### src/rtl/extirq_ctrl.sv
module extirq_ctrl #(
  parameter int SYNC_STAGES = 2,
  parameter int REG_W       = 8
) (
  input  logic             clk,
  input  logic             rst_n,
  input  logic             pin_i,
  input  logic             wr_en,
  input  logic [REG_W-1:0] wr_data,
  input  logic             rd_en,
  output logic [REG_W-1:0] rd_data,
  output logic             irq_o,
  output logic             pull_en_o,
  output logic             pull_dn_o
);
  localparam int B_LVL  = 0;
  localparam int B_IE   = 1;
  localparam int B_ACK  = 2;
  localparam int B_FLAG = 3;
  localparam int B_ON   = 4;
  localparam int B_POL  = 5;
  localparam int B_POFF = 6;

  logic [SYNC_STAGES-1:0] sync_q;
  logic pin_s;
  logic lvl_q, ie_q, flag_q, on_q, pol_q, poff_q;
  logic prev_q;
  logic active, edge_hit, level_hit, set_evt, ack_wr, cfg_wr;
  logic unused_bits;

  always_ff @(posedge clk or negedge rst_n)
    if (!rst_n) sync_q <= '0;
    else        sync_q <= {sync_q[SYNC_STAGES-2:0], pin_i};

  assign pin_s     = sync_q[SYNC_STAGES-1];
  assign active    = (pin_s == pol_q);
  assign edge_hit  = on_q && active && !prev_q;
  assign level_hit = on_q && lvl_q && active;
  assign set_evt   = edge_hit || level_hit;
  assign ack_wr    = wr_en && wr_data[B_ACK];
  assign cfg_wr    = wr_en && ((wr_data[B_POL] != pol_q) || (wr_data[B_ON] && !on_q));

  always_ff @(posedge clk or negedge rst_n)
    if (!rst_n)      prev_q <= 1'b0;
    else if (cfg_wr) prev_q <= (pin_s == wr_data[B_POL]);
    else             prev_q <= active;

  always_ff @(posedge clk or negedge rst_n)
    if (!rst_n) begin
      lvl_q  <= 1'b0;
      ie_q   <= 1'b0;
      on_q   <= 1'b0;
      pol_q  <= 1'b0;
      poff_q <= 1'b0;
    end else if (wr_en) begin
      lvl_q  <= wr_data[B_LVL];
      ie_q   <= wr_data[B_IE];
      on_q   <= wr_data[B_ON];
      pol_q  <= wr_data[B_POL];
      poff_q <= wr_data[B_POFF];
    end

  always_ff @(posedge clk or negedge rst_n)
    if (!rst_n)       flag_q <= 1'b0;
    else if (set_evt) flag_q <= 1'b1;
    else if (ack_wr)  flag_q <= 1'b0;

  assign irq_o     = flag_q && ie_q;
  assign pull_en_o = on_q && !poff_q;
  assign pull_dn_o = pull_en_o && pol_q;

  assign rd_data = rd_en ? {1'b0, poff_q, pol_q, on_q, flag_q, 1'b0, ie_q, lvl_q} : '0;

  assign unused_bits = ^{wr_data[REG_W-1], wr_data[B_FLAG]};
endmodule


### config.mk
export PLATFORM = sky130hd
export DESIGN_NAME = extirq_ctrl
export DESIGN_NICKNAME = d
export VERILOG_FILES = /design/src/rtl/extirq_ctrl.sv
export SDC_FILE = /design/constraint.sdc
export NUM_CORES = 1
export LEC_CHECK = 0
export ABC_CLOCK_PERIOD_IN_PS = 1790
export BUFFER_PORTS_ARGS = -buffer_cell sky130_fd_sc_hd__buf_2
export CAP_MARGIN = 10
export CORE_AREA = 2 2 39 41
export DETAILED_ROUTE_END_ITERATION = 6
export DIE_AREA = 0 0 41 43
export PLACE_DENSITY = 0.63
export SLEW_MARGIN = 10
export SYNTH_ARGS = -nofsm -noshare
export SYNTH_HDL_FRONTEND = slang
export SYNTH_SLANG_ARGS = --single-unit
### constraint.sdc
create_clock -name clk -period 1.79 [get_ports clk]
set_input_delay 0 -clock clk [delete_from_list [all_inputs] [get_ports clk]]
set_output_delay 0 -clock clk [all_outputs]
set_load 0.01 [all_outputs]
==> key figures <==
Global route
  • Tot GR Track Use: 0.105
  • Global-route wire length before repair: 1150 µm
  • Met2 usage: 0.166
  • Antenna violations before repair: 0
  • Busiest layer in global routing: met2
  • Routing usage on met3: 0.0471
  • Largest net degree at the start of global routing: 10
  • Remaining global-route overflow: 0
  • Number of global-route vias before repair: roughly 280
  • Global-route met1 utilization: 0.0970

CTS
  • Clock sink count: 9
  • PostCTS Resize Cnt: 0
  • Clock Tree Root: clkbuf_4
  • Number of buffers created by CTS: 3
  • Clock Path Buffers: 2
  • CTS tree: done
  • # H-tree levels: 1
  • Worst-skew pair later-pin latency: between 200 and 300 ps
  • Clk slew on worst S/H paths: 60 ps

Pwr
  • Leak: 0.303 nW
  • P_sw: 0.122 mW
  • Net Sw Frac: 0.245
  • Comb power frac: 0.213
  • VDD IR-drop max: around 0.00064 V
  • Internal: approximately 0.38 mW
  • Sequential share of power: 0.486
  • Clock power frac: 0.300
  • Pwr dens: 822 mW/mm²

Drt
  • Remaining antenna violation count: 0
  • DRC Markers: 0
  • Drt total wl: between 700 and 800 µm
  • Initial DRT Pass Iterations: 2
  • Routed vias/inst: 4.14
  • DRT iter0 DRCs: 1
  • Via count: 315
  • WL/cell: 9.84 µm

Floorplanning
  • Initial Utilization: 0.301
  • Chip Width: 41 µm
  • Total Die Area: 0.00176 mm²
  • Row count: 14
  • Floorplan core area: 0.00138 mm²
  • Die Height: 43 µm
  • # IOs: 24

Place
  • Port Buffer Count: 19
  • Area after DPL: 509 µm²
  • Gpl congestion: 0.668

Synthesis
  • Post-synth top area cell: dfrtp_1
  • Synth area leaders: dfrtp_1 54%, and2_1 12%, mux2_2 11%, xnor2_2 3.9%, buf_4 3.6%
  • Unique masters post-synth: 13
  • Synth Flop Type: dfrtp_1
  • Register bit total from synthesis: 9
  • Syn Area/Cell: 13.0 µm²
  • Post-synth top area share: 0.541
  • Warnings from Yosys: 0
  • Post-synth ARST share: 1.00
  • Post-synth EDFFs: 0
  • Cell area after synthesis: approximately 420 µm²
  • Sequential area share after synthesis: 0.541
  • Commonest cells in the netlist: 9 x dfrtp_1, 8 x and2_1, 4 x mux2_2, 2 x buf_4
  • Mapped Cells: 32
  • Most frequent cell after synthesis: dfrtp_1

STA
  • Setup tns final: 0 ps
  • Setup violators final: 0
  • Unrepaired setup endpoints after global routing: no
  • Worst clock skew: 1.76 ps
  • Max-slew violation count: 0
  • Final cycle utilization of the critical path: 0.604
  • Minimum clock period: 1080 ps
  • Achievable Freq: 925 MHz
  • Final hold violation count: 0

Flow run
  • MaxCap Viol Count: 0

Cells and area
  • Fin nets: 74
  • Fraction of layout cells with a size suffix above 1: 0.467
  • # diodes: 0
  • Area growth from synthesis to layout: 45.3%
  • Fin area: 606 µm²

Worst setup path
  • CP Launch Type: register
  • CP max FO: 4
  • CP required: 1790 ps
  • CP Data Arrival Time: between 1000 and 1500 ps
  • CP endpoint kind: primary output
  • Setup Crit Path Kind: register to primary output

Status
  • Status: completed

Worst hold path
  • Hold WC Path Type: primary input to register
[power groups by stage]
stage | clock network (mW) | logic (mW) | registers, mW
3_3_place_gp | 0 | 0.0942 | 0.245
6_report | 0.149 | 0.106 | 0.242
2_1_floorplan | 0 | 0.0646 | 0.241
3_5_place_dp | 0 | 0.0958 | 0.246
5_1_grt | 0.172 | 0.119 | 0.245
4_1_cts | 0.159 | 0.106 | 0.243
[per-layer routing]
metal | wire length [µm] | up-vias
met2 | 372 | 13
met5 | 0 | -
met3 | 35 | 2
met1 | 320 | 143
met4 | 19 | 0
li1 | - | 157
[layout by cell type, fill, tap and decap left out]
cell / instances
xnor2_2: 1
clkbuf_1: 1
and2_1: 8
nand2_1: 1
a32o_1: 1
dlygate4sd3_1: 7
buf_2: 19
mux2_2: 4
mux2_4: 1
conb_1: 2
dfrtp_1: 9
clkbuf_4: 3
xnor2_1: 1
nand2b_1: 1
nor2b_1: 1
[cell type report]
| type | instances | area [µm²] |
|---|---|---|
| Tap cell | 16 | 20.0 |
| Multi-Input combinational cell | 21 | 169 |
| Timing Repair Buffer | 26 | 165 |
| Sequential cell | 9 | 225 |
| Clock buffer | 4 | 26.3 |
| Fill cell | 128 | 778 |
[per-stage QoR]
| step | cells | hold WS, ps | total power [mW] | worst slack (ps) | utilization |
|---|---|---|---|---|---|
| after floorplan | 33 | -296 | 0.305 | 880 | - |
| final | 76 | 38.5 | 0.498 | 709 | 0.438 |
| after global placement | 65 | -143 | 0.339 | 836 | 0.368 |
| after detailed placement | 65 | -142 | 0.342 | 832 | 0.368 |
| after CTS | 75 | 2.87 | 0.507 | 691 | 0.430 |
| after global routing | 76 | 36.4 | 0.536 | 646 | 0.438 |
[flip-flops by register name, indices dropped and copies added (netlist names)]
register and flops:
poff_q 1, flag_q 1, ie_q 1, lvl_q 1, prev_q 1, pol_q 1, sync_q 2, on_q 1
[cells by family (layout without fill, tap and decap cells)]
kind of cell,count (synthesis),in the layout,synth area share
AND/OR/NAND/NOR,11,11,0.159
flip-flops,9,9,0.541
multiplexers,5,5,0.144
buffers and inverters,3,30,0.0631
XOR/XNOR,2,2,0.0601
other,1,2,0.00900
AO/OA/AOI/OAI,1,1,0.0240
[worst max-delay path: stages (launching register included)]
cell and delay (ps):
dfrtp_1 410, nor2b_1 150, and2_1 140, buf_2 130
[worst paths after layout]
kind,endpoint,from,cells past startpoint,slack [ps]
worst max-delay path,pull_dn_o,on_q$_DFFE_PN0P_,3,710
worst min-delay path,flag_q$_DFFE_PN0P_,wr_data[2],3,40
worst max register to register,prev_q$_DFF_PN0_,pol_q$_DFFE_PN0P_,2,830
max in group asynchronous,sync_q[0]$_DFF_PN0_,rst_n,2,1480
worst min register to register,sync_q[1]$_DFF_PN0_,sync_q[0]$_DFF_PN0_,0,350
min in group asynchronous,ie_q$_DFFE_PN0P_,rst_n,2,140
[timing repair]
| action | in CTS | in global routing |
|---|---|---|
| hold endpoints to repair | 14 | 1 |
| buffers inserted | 0 | 0 |
| hold buffers | 6 | 1 |
Note: power is estimated with default switching activity, not from simulation.
